[config.mk]
export PLATFORM = sky130hd
export DESIGN_NAME = pin_bank_apb
export DESIGN_NICKNAME = d
export VERILOG_FILES = /design/src/rtl/pin_bank_pkg.sv /design/src/rtl/pin_bank_regs.sv /design/src/rtl/pin_bank_sampler.sv /design/src/rtl/pin_bank_irq.sv /design/src/rtl/pin_bank_apb.sv
export SDC_FILE = /design/constraint.sdc
export NUM_CORES = 1
export LEC_CHECK = 0
export BUFFER_PORTS_ARGS = -buffer_cell sky130_fd_sc_hd__buf_2
export CORE_MARGIN = 3
export CORE_UTILIZATION = 35
export DETAILED_ROUTE_END_ITERATION = 10
export PLACE_DENSITY_LB_ADDON = 0.12
export RECOVER_POWER = 100
export SYNTH_ARGS = -nofsm -noshare
export SYNTH_HDL_FRONTEND = slang
export SYNTH_SLANG_ARGS = --single-unit
[constraint.sdc]
create_clock -name clk_i -period 2.2 [get_ports clk_i]
set_input_delay 0.22 -clock clk_i [delete_from_list [all_inputs] [get_ports clk_i]]
set_output_delay 0.22 -clock clk_i [all_outputs]
set_load 0.01 [all_outputs]
[src/rtl/pin_bank_pkg.sv]
package pin_bank_pkg;
  localparam int DATA_W = 32;

  // Word index of each register (byte address bits [4:2])
  typedef enum logic [2:0] {
    RG_IN   = 3'd0,
    RG_OUT  = 3'd1,
    RG_OE   = 3'd2,
    RG_IE   = 3'd3,
    RG_TRIG = 3'd4,
    RG_AUX  = 3'd5,
    RG_CTRL = 3'd6,
    RG_STS  = 3'd7
  } reg_sel_e;
endpackage

[src/rtl/pin_bank_regs.sv]
module pin_bank_regs
  import pin_bank_pkg::*;
#(
  parameter int PINS   = 8,
  parameter int ADDR_W = 8
) (
  input  logic              clk_i,
  input  logic              rst_ni,
  input  logic              psel_i,
  input  logic              penable_i,
  input  logic              pwrite_i,
  input  logic [ADDR_W-1:0] paddr_i,
  input  logic [DATA_W-1:0] pwdata_i,
  output logic [DATA_W-1:0] prdata_o,
  output logic              pslverr_o,
  input  logic [PINS-1:0]   in_q_i,
  input  logic [PINS-1:0]   sts_q_i,
  input  logic              pend_q_i,
  output logic [PINS-1:0]   out_q_o,
  output logic [PINS-1:0]   oe_q_o,
  output logic [PINS-1:0]   ie_q_o,
  output logic [PINS-1:0]   trig_q_o,
  output logic [PINS-1:0]   sel_q_o,
  output logic              gie_q_o,
  output logic [PINS-1:0]   sts_clr_o,
  output logic              pend_wr_o,
  output logic              pend_wval_o
);
  localparam int IDX_LSB = 2;
  localparam int IDX_MSB = 4;

  logic     hit, access, wr_en;
  reg_sel_e rsel;
  logic [DATA_W-1:0] rd_word;
  logic unused_wdata;

  assign rsel   = reg_sel_e'(paddr_i[IDX_MSB:IDX_LSB]);
  assign hit    = (paddr_i[IDX_LSB-1:0] == '0) && (paddr_i[ADDR_W-1:IDX_MSB+1] == '0);
  assign access = psel_i & penable_i;
  assign wr_en  = access & pwrite_i & hit;
  assign unused_wdata = ^pwdata_i;

  always_ff @(posedge clk_i or negedge rst_ni) begin
    if (!rst_ni) begin
      out_q_o  <= '0;
      oe_q_o   <= '0;
      ie_q_o   <= '0;
      trig_q_o <= '0;
      sel_q_o  <= '0;
      gie_q_o  <= 1'b0;
    end else if (wr_en) begin
      case (rsel)
        RG_OUT:  out_q_o  <= pwdata_i[PINS-1:0];
        RG_OE:   oe_q_o   <= pwdata_i[PINS-1:0];
        RG_IE:   ie_q_o   <= pwdata_i[PINS-1:0];
        RG_TRIG: trig_q_o <= pwdata_i[PINS-1:0];
        RG_AUX:  sel_q_o  <= pwdata_i[PINS-1:0];
        RG_CTRL: gie_q_o  <= pwdata_i[0];
        default: ;
      endcase
    end
  end

  assign sts_clr_o   = (wr_en && rsel == RG_STS) ? pwdata_i[PINS-1:0] : '0;
  assign pend_wr_o   = wr_en && (rsel == RG_CTRL);
  assign pend_wval_o = pwdata_i[1];

  always_comb begin
    rd_word = '0;
    case (rsel)
      RG_IN:   rd_word[PINS-1:0] = in_q_i;
      RG_OUT:  rd_word[PINS-1:0] = out_q_o;
      RG_OE:   rd_word[PINS-1:0] = oe_q_o;
      RG_IE:   rd_word[PINS-1:0] = ie_q_o;
      RG_TRIG: rd_word[PINS-1:0] = trig_q_o;
      RG_AUX:  rd_word[PINS-1:0] = sel_q_o;
      RG_CTRL: rd_word[1:0]      = {pend_q_i, gie_q_o};
      RG_STS:  rd_word[PINS-1:0] = sts_q_i;
      default: rd_word = '0;
    endcase
  end

  assign prdata_o  = (psel_i && hit) ? rd_word : '0;
  assign pslverr_o = access & ~hit;
endmodule

[src/rtl/pin_bank_sampler.sv]
module pin_bank_sampler #(
  parameter int PINS        = 8,
  parameter bit USE_EXT_CLK = 1'b0,
  parameter bit EXT_FALL    = 1'b0
) (
  input  logic            clk_i,
  input  logic            rst_ni,
  input  logic [PINS-1:0] pins_i,
  input  logic            ext_clk_i,
  output logic [PINS-1:0] smp_q_o
);
  localparam int SYNC_N = 2;

  logic [PINS-1:0]   pin_s1, pin_s2;
  logic [SYNC_N:0]   ck_pipe;   // two sync stages plus one history stage
  logic              ext_edge, take;
  logic [PINS-1:0]   src;

  always_ff @(posedge clk_i or negedge rst_ni) begin
    if (!rst_ni) begin
      pin_s1  <= '0;
      pin_s2  <= '0;
      ck_pipe <= '0;
    end else begin
      pin_s1  <= pins_i;
      pin_s2  <= pin_s1;
      ck_pipe <= {ck_pipe[SYNC_N-1:0], ext_clk_i};
    end
  end

  assign ext_edge = EXT_FALL ? (ck_pipe[SYNC_N] & ~ck_pipe[SYNC_N-1])
                             : (ck_pipe[SYNC_N-1] & ~ck_pipe[SYNC_N]);
  assign take     = USE_EXT_CLK ? ext_edge : 1'b1;
  assign src      = USE_EXT_CLK ? pin_s2 : pins_i;

  always_ff @(posedge clk_i or negedge rst_ni) begin
    if (!rst_ni)   smp_q_o <= '0;
    else if (take) smp_q_o <= src;
  end
endmodule

[src/rtl/pin_bank_irq.sv]
module pin_bank_irq #(
  parameter int PINS = 8
) (
  input  logic            clk_i,
  input  logic            rst_ni,
  input  logic [PINS-1:0] smp_q_i,
  input  logic [PINS-1:0] oe_q_i,
  input  logic [PINS-1:0] ie_q_i,
  input  logic [PINS-1:0] trig_q_i,
  input  logic [PINS-1:0] sts_clr_i,
  input  logic            pend_wr_i,
  input  logic            pend_wval_i,
  input  logic            gie_q_i,
  output logic [PINS-1:0] sts_q_o,
  output logic            pend_q_o,
  output logic            irq_o
);
  logic [PINS-1:0] prev_q, evt;

  for (genvar i = 0; i < PINS; i++) begin : g_pin
    logic rise, fall;
    assign rise   = smp_q_i[i] & ~prev_q[i];
    assign fall   = ~smp_q_i[i] & prev_q[i];
    assign evt[i] = ~oe_q_i[i] & ie_q_i[i] & (trig_q_i[i] ? rise : fall);
  end

  always_ff @(posedge clk_i or negedge rst_ni) begin
    if (!rst_ni) begin
      prev_q   <= '0;
      sts_q_o  <= '0;
      pend_q_o <= 1'b0;
    end else begin
      prev_q  <= smp_q_i;
      sts_q_o <= (sts_q_o & ~sts_clr_i) | evt;
      if (|evt)           pend_q_o <= 1'b1;
      else if (pend_wr_i) pend_q_o <= pend_wval_i;
    end
  end

  assign irq_o = gie_q_i & (|sts_q_o);
endmodule

[src/rtl/pin_bank_apb.sv]
module pin_bank_apb
  import pin_bank_pkg::*;
#(
  parameter int PINS        = 8,
  parameter int ADDR_W      = 8,
  parameter bit USE_EXT_CLK = 1'b0,
  parameter bit EXT_FALL    = 1'b0
) (
  input  logic              clk_i,
  input  logic              rst_ni,
  input  logic              psel_i,
  input  logic              penable_i,
  input  logic              pwrite_i,
  input  logic [ADDR_W-1:0] paddr_i,
  input  logic [DATA_W-1:0] pwdata_i,
  output logic [DATA_W-1:0] prdata_o,
  output logic              pready_o,
  output logic              pslverr_o,
  input  logic [PINS-1:0]   pins_i,
  input  logic              ext_clk_i,
  input  logic [PINS-1:0]   aux_i,
  output logic [PINS-1:0]   pad_out_o,
  output logic [PINS-1:0]   pad_oe_o,
  output logic              irq_o
);
  logic [PINS-1:0] smp_q, sts_q, out_q, oe_q, ie_q, trig_q, sel_q, sts_clr;
  logic            pend_q, gie_q, pend_wr, pend_wval;

  pin_bank_regs #(.PINS(PINS), .ADDR_W(ADDR_W)) u_regs (
    .clk_i(clk_i), .rst_ni(rst_ni),
    .psel_i(psel_i), .penable_i(penable_i), .pwrite_i(pwrite_i),
    .paddr_i(paddr_i), .pwdata_i(pwdata_i),
    .prdata_o(prdata_o), .pslverr_o(pslverr_o),
    .in_q_i(smp_q), .sts_q_i(sts_q), .pend_q_i(pend_q),
    .out_q_o(out_q), .oe_q_o(oe_q), .ie_q_o(ie_q), .trig_q_o(trig_q),
    .sel_q_o(sel_q), .gie_q_o(gie_q),
    .sts_clr_o(sts_clr), .pend_wr_o(pend_wr), .pend_wval_o(pend_wval)
  );

  pin_bank_sampler #(.PINS(PINS), .USE_EXT_CLK(USE_EXT_CLK), .EXT_FALL(EXT_FALL)) u_smp (
    .clk_i(clk_i), .rst_ni(rst_ni),
    .pins_i(pins_i), .ext_clk_i(ext_clk_i), .smp_q_o(smp_q)
  );

  pin_bank_irq #(.PINS(PINS)) u_irq (
    .clk_i(clk_i), .rst_ni(rst_ni),
    .smp_q_i(smp_q), .oe_q_i(oe_q), .ie_q_i(ie_q), .trig_q_i(trig_q),
    .sts_clr_i(sts_clr), .pend_wr_i(pend_wr), .pend_wval_i(pend_wval),
    .gie_q_i(gie_q),
    .sts_q_o(sts_q), .pend_q_o(pend_q), .irq_o(irq_o)
  );

  // Per-pin source: auxiliary signal or software value
  for (genvar i = 0; i < PINS; i++) begin : g_mux
    assign pad_out_o[i] = sel_q[i] ? aux_i[i] : out_q[i];
  end

  assign pad_oe_o = oe_q;
  assign pready_o = 1'b1;
endmodule

==> results of run 1 <==
flip-flops by register name, indices dropped and copies added (netlist names):
| signal | cells |
|---|---|
| u_regs.ie_q_o | 8 |
| u_regs.trig_q_o | 8 |
| u_irq.prev_q | 8 |
| u_regs.gie_q_o | 1 |
| u_regs.out_q_o | 8 |
| u_regs.sel_q_o | 8 |
| u_smp.smp_q_o | 8 |
| u_irq.pend_q_o | 1 |
| u_regs.oe_q_o | 8 |
| u_irq.sts_q_o | 8 |
per-stage QoR:
stage / power, mW / setup WS (ns) / area, sq um / cells / hold WS [ns]
finish: 2.55 / 0.274 / 4090 / 498 / 0.169
detailed placement: 1.56 / 0.222 / 3940 / 474 / 0.267
global route: 2.67 / 0.148 / 4090 / 498 / 0.164
CTS: 2.59 / 0.325 / 4220 / 498 / 0.175
global placement: 1.56 / 0.265 / 3940 / 474 / 0.268
floorplan: 1.47 / 0.562 / 3610 / 307 / -0.0756
metal layers:
metal,global-route usage (%),vias up,routed length (um)
met2,24.5,80,3930
met3,4.19,9,458
li1,-,1140,-
met1,21.5,1234,3950
met5,0,-,0
met4,4.16,0,87
worst register-to-register path, cell delays in order (launching register included):
cell and delay, ns:
dfrtp_1 0.43, or3b_2 0.47, a21oi_1 0.28, nor4_1 0.09, nand3_1 0.08
synth_stat cells, drive strengths merged:
master / count
or2: 1
nand3b: 11
o211ai: 1
clkbuf: 4
or3: 1
nand2: 16
nor4b: 1
a21o: 8
conb: 2
o32ai: 1
mux4: 7
or3b: 8
a221oi: 4
mux2: 53
nor4: 5
nor3: 6
nand2b: 9
and4: 1
and3b: 1
buf: 33
mux2i: 8
a21boi: 1
or4: 2
and2: 1
nor2: 8
o21ai: 4
dfrtp: 66
and4bb: 1
o22ai: 1
a31oi: 1
a21oi: 11
nand3: 4
inv: 3
cell type report:
type,count,area [sq um]
fill,972,5410
sequential,66,1650
multi-input combinational,201,1610
timing repair buffer,84,468
tap,129,161
clock buffer,9,124
clock inverter,6,68.8
inverter,3,11.3
worst max path at each step:
| stage | endpoint | slack, ns | cells after the start |
|---|---|---|---|
| after floorplan | u_regs.out_q_o[0] | 0.56 | 5 |
| after global placement | u_regs.ie_q_o[4] | 0.26 | 5 |
| after detailed placement | u_regs.ie_q_o[1] | 0.22 | 5 |
| after CTS | prdata_o[7] | 0.32 | 6 |
| after global routing | prdata_o[5] | 0.15 | 6 |
| final | prdata_o[3] | 0.27 | 6 |
report_power, final:
part           total [mW]  leakage (nW)  switching, mW  internal, mW
combinational       0.248         0.994          0.131         0.117
sequential           1.29         0.876         0.0334          1.25
clock                1.01        0.0953          0.492         0.520
cells by family (layout without fill, tap and decap cells):
family                 Yosys count  after routing  share of synthesized area, %
other                            2             25                         0.213
AO/OA/AOI/OAI                   32             32                          5.86
flip-flops                      66             66                          46.9
multiplexers                    68             68                          25.4
AND/OR/NAND/NOR                 76             76                          14.1
buffers and inverters           40            102                          7.53
==> results.md, run 1 <==
- Final hold violation count: 0
- Synthesized flop and latch total: 66
- CP Capture Type: primary output
- Launching point of the worst reg2reg path: u_smp.smp_q_o[0]
- Count of cell types in the netlist: 41
- Most frequent cells in the layout: 66 x dfrtp_1, 37 x mux2_2, 36 x buf_2, 28 x clkbuf_1, 25 x conb_1
- Number of global-route vias before repair: 2463
- Clk_lat worst skew: 0.35 ns
- Delay of the slowest cell on the worst path: 0.46 ns
- Routed len/inst: 16.9 um
- PD cells: 623 nW/um^2
- GRT Total Usage: 15.7%
- Hold Crit Depth: 2
- Final Max Slew Viols: 0
- Reg2reg setup slack: 0.79 ns
- HPWL Detailed: 5.93 mm
- Initial Utilization: 37.1%
- Crit-path slowest cell: or2_0
- Largest net degree at the start of global routing: 42
- Chip width: 106 um
- Final wirelength: 8.43 mm
- Critical path cell sequence: clkbuf_1 > nor3_1 > nand3_1 > or2_0 > nor3_1 > clkbuf_1
- IO Port Bufs: 62
- Most common cell after layout, fill and taps aside: dfrtp_1
- Root Buffer: clkbuf_8
- Dominant cells by area after synthesis: dfrtp_1 47%, mux2_2 12%, mux2_4 6.8%, buf_4 5.3%, mux4_2 4.5%
- Mapped Area: 3520 sq um
- First-pass GRT wire length: 13.5 mm
- YS warnings: 0
- Reg-to-reg endpoint: u_irq.pend_q_o
- Leak: 1.97 nW
- Hold_buf cts: 9
- Inserted Clock Buffers: 9
- # clock sinks: 66
- Gpl congestion: 0.753
- DRC: 0
- DRC marker count from the first detailed-route iteration: 54
- I/O Pins: 113
- Die area: 11300 sq um
- Tcrit/Tclk final: 87.5%
- Total core area: 9500 sq um
- Share of layout cells above drive strength 1: 32.5%
- Final setup vio count: 0
- CP Class: input pin to primary output
- Hold WC Path Type: input pin to flop
- Seq/Total Area, Yosys: 46.9%
- Worst-path clk slew: 0.08 ns
- Area leader, netlist: dfrtp_1
- TritonCTS clock tree: yes
- Tmin final: 1.93 ns
- Initial antenna violation count: 0
- Max-slew headroom: 2.87%
- Worst path bufs/invs: 2
- Slew at the pin with the worst max-slew slack: 1.46 ns
- Delay-heaviest family, CP: simple AND/OR/NAND/NOR gates
- R2R cell count: 4
- Fmax: 0.519 GHz
- Vias: 2463
- Worst Hold Launch: pwdata_i[5]
- # diodes: 0
- Crit path DAT: 1.71 ns
- Die H: 106 um
- RSZ-0062 raised after global routing: false
- Synth top area share: 46.9%
- Vias per cell: 4.95
- Worst VDD drop: 370 uV
- Critical Path Fanout Max: 6
- Drt first pass iters: 5
- Synthesized instance count: 284
- Core Util, Final: 43.0%
- CP startpoint kind: input pin
- Req. time, crit path: 1.98 ns
- Antenna violation net count after detailed routing: 0
- Site Rows: 35
- Max-Cap Viols: 0
- Area delta synth->final: 16.1%
- Post-cts gate resize count: 0
- Mean Syn Cell Area: 12.4 sq um
- GR Overflow Total: 0
- Worst setup path start: paddr_i[7]
- CTS Buffer Depth: 2
- Post CTS Setup Buffer Count: 0
- Final nets: 427
- H-tree lvl count: 3
- WHS Endpoint: u_regs.out_q_o[5]
- Status: completed
- Layout Skew: 0.00831 ns
- Setup TNS: 0 ns
(Power assumes the default switching activity.)
==> run 2, diff against run 1 <==
--- a/config.mk
+++ b/config.mk
@@ -9,7 +9,7 @@
 export CORE_MARGIN = 3
 export CORE_UTILIZATION = 35
 export DETAILED_ROUTE_END_ITERATION = 10
-export PLACE_DENSITY_LB_ADDON = 0.12
+export PLACE_DENSITY_LB_ADDON = 0.15
 export RECOVER_POWER = 100
 export SYNTH_ARGS = -nofsm -noshare
 export SYNTH_HDL_FRONTEND = slang
==> run 2 against run 1 <==
Against the previous run: power shrank 4.7%; sequential power is essentially flat; non-clock buffer count shrank 2; global-route usage shrank 0.35 points; largest cell class unchanged; worst setup slack gained 0.0027 ns; first-iteration DRC count grew 100%; die area is the same.
==> results.md, run 2 (synthesis gave the netlist of run 1 again) <==
- IO Port Bufs: 62 (unchanged)
- DRC: 0 (unchanged)
- Area delta synth->final: 14.3% (was 16.1%)
- Placed Area: 3910 sq um (was 3940 sq um)
- Antenna violation net count after detailed routing: 0 (unchanged)
- TritonCTS clock tree: yes (unchanged)
- Final Max Slew Viols: 0 (unchanged)
- Site Rows: 35 (unchanged)
- Most common cell after layout, fill and taps aside: dfrtp_1 (unchanged)
- Core Util, Final: 42.4% (was 43.0%)
- Tmin final: 1.92 ns (was 1.93 ns)
- Worst hold margin: 0.181 ns (was 0.169 ns)
- Setup TNS: 0 ns (unchanged)
- Initial antenna violation count: 0 (unchanged)
- Leak: 1.93 nW (was 1.97 nW)
- Vias: 2421 (was 2463)
- # clock sinks: 66 (unchanged)
- DRC marker count from the first detailed-route iteration: 110 (was 54)
- Critical Path Fanout Max: 5 (was 6)
- I/O Pins: 113 (unchanged)
- Vias per cell: 4.88 (was 4.95)
- Max-Cap Viols: 0 (unchanged)
- Worst-path clk slew: 0.07 ns (was 0.08 ns)
- Hold WC Path Type: input pin to flop (unchanged)
- Gpl congestion: 0.775 (was 0.753)
- Chip width: 106 um (unchanged)
- Clk_lat worst skew: 0.34 ns (was 0.35 ns)
- Max-slew headroom: 34.4% (was 2.87%)
- GRT Total Usage: 15.3% (was 15.7%)
- Worst VDD drop: 286 uV (was 370 uV)
- Final wirelength: 8.28 mm (was 8.43 mm)
- Setup WS post-layout: 0.277 ns (was 0.274 ns)
- Final hold violation count: 0 (unchanged)
- Inserted Clock Buffers: 9 (unchanged)
- Delay of the slowest cell on the worst path: 0.49 ns (was 0.46 ns)
- Largest net degree at the start of global routing: 28 (was 42)
- PD cells: 602 nW/um^2 (was 623 nW/um^2)
- RSZ-0062 raised after global routing: false (unchanged)
- Req. time, crit path: 2.42 ns (was 1.98 ns)
- DP Cell Count: 472 (was 474)
- Status: completed (unchanged)
- Crit-path slowest cell: nor4b_1 (was or2_0)
- GR Overflow Total: 0 (unchanged)
- H-tree lvl count: 3 (unchanged)
- CP Class: input pin to flop (was input pin to primary output)
- CP startpoint kind: input pin (unchanged)
- HPWL Detailed: 5.94 mm (was 5.93 mm)
- Total core area: 9500 sq um (unchanged)
- Drt first pass iters: 4 (was 5)
- Final nets: 425 (was 427)
- Non-Filler Instances: 496 (was 498)
- Root Buffer: clkbuf_8 (unchanged)
- Fmax: 0.520 GHz (was 0.519 GHz)
- Layout Skew: 0.0107 ns (was 0.00831 ns)
- Die area: 11300 sq um (unchanged)
- Share of layout cells above drive strength 1: 31.6% (was 32.5%)
- CTS Buffer Depth: 2 (unchanged)
- Number of global-route vias before repair: 2426 (was 2463)
- Hold Crit Depth: 2 (unchanged)
- Finished Cell Area: 4030 sq um (was 4090 sq um)
- R2R cell count: 4 (unchanged)
- Overall Power: 2.43 mW (was 2.55 mW)
- Routed len/inst: 16.7 um (was 16.9 um)
- CP Capture Type: flop (was primary output)
- Slew at the pin with the worst max-slew slack: 0.984 ns (was 1.46 ns)
- Initial Utilization: 37.1% (unchanged)
- Tcrit/Tclk final: 87.4% (was 87.5%)
- DP Worst Slack: 0.227 ns (was 0.222 ns)
- Post-cts gate resize count: 0 (unchanged)
- Crit path DAT: 2.14 ns (was 1.71 ns)
- Die H: 106 um (unchanged)
- Critical path cell sequence: clkbuf_1 > nor4b_1 > nand2_1 > nor4_1 > clkbuf_1 > mux2_2 (was clkbuf_1 > nor3_1 > nand3_1 > or2_0 > nor3_1 > clkbuf_1)
- Most frequent cells in the layout: 66 x dfrtp_1, 37 x mux2_2, 34 x buf_2, 30 x clkbuf_1, 25 x conb_1 (was 66 x dfrtp_1, 37 x mux2_2, 36 x buf_2, 28 x clkbuf_1, 25 x conb_1)
- Top cell by count, worst path: clkbuf_1
- First-pass GRT wire length: 13.3 mm (was 13.5 mm)
- Final setup vio count: 0 (unchanged)
- # diodes: 0 (unchanged)
[run 2: metal layers]
metal	global-route usage [%]	vias to the layer above	part of all wire, %
li1	-	1141	-
met5	0	-	0
met2	24.9	84	46
met1	20.5	1188	47
met4	3.61	0	0.86
met3	4.07	8	5.5
[run 2: final cells by class]
type | count | area, sq um
Multi-Input combinational cell | 201 | 1600
Clock buffer | 10 | 138
Timing Repair Buffer | 82 | 433
Sequential cell | 66 | 1650
Tap cell | 129 | 161
Fill cell | 953 | 5470
Clock inverter | 5 | 31.3
Inverter | 3 | 11.3
[run 2: path summary, 6_finish.rpt]
kind                                           end        startpoint  slack [ns]
worst max-delay path            u_regs.trig_q_o[4]        paddr_i[7]        0.28
worst min-delay path             u_regs.sel_q_o[7]       pwdata_i[7]        0.18
worst max register to register      u_irq.pend_q_o  u_smp.smp_q_o[0]        0.78
worst min register to register     u_irq.prev_q[2]  u_smp.smp_q_o[2]        0.42
max in group asynchronous        u_regs.out_q_o[3]            rst_ni        0.44
min in group asynchronous         u_regs.ie_q_o[5]            rst_ni        0.55
[run 2: where the power goes]
part	internal, mW	leakage (nW)	switching (mW)
Clock	0.429	0.0879	0.468
Sequential	1.25	0.876	0.0331
Combinational	0.111	0.969	0.131
[run 2: critical path, delay by kind of cell]
family | cells | cell delay [ns]
simple gates | 3 | 1.08
buf+inv | 2 | 0.46
mux | 1 | 0.38
[run 2: repair_timing]
item	in CTS	in global routing
endpoints found under the hold margin	24	0
buffers inserted	0	0
setup endpoints to repair	0	0
hold buffers	9	0
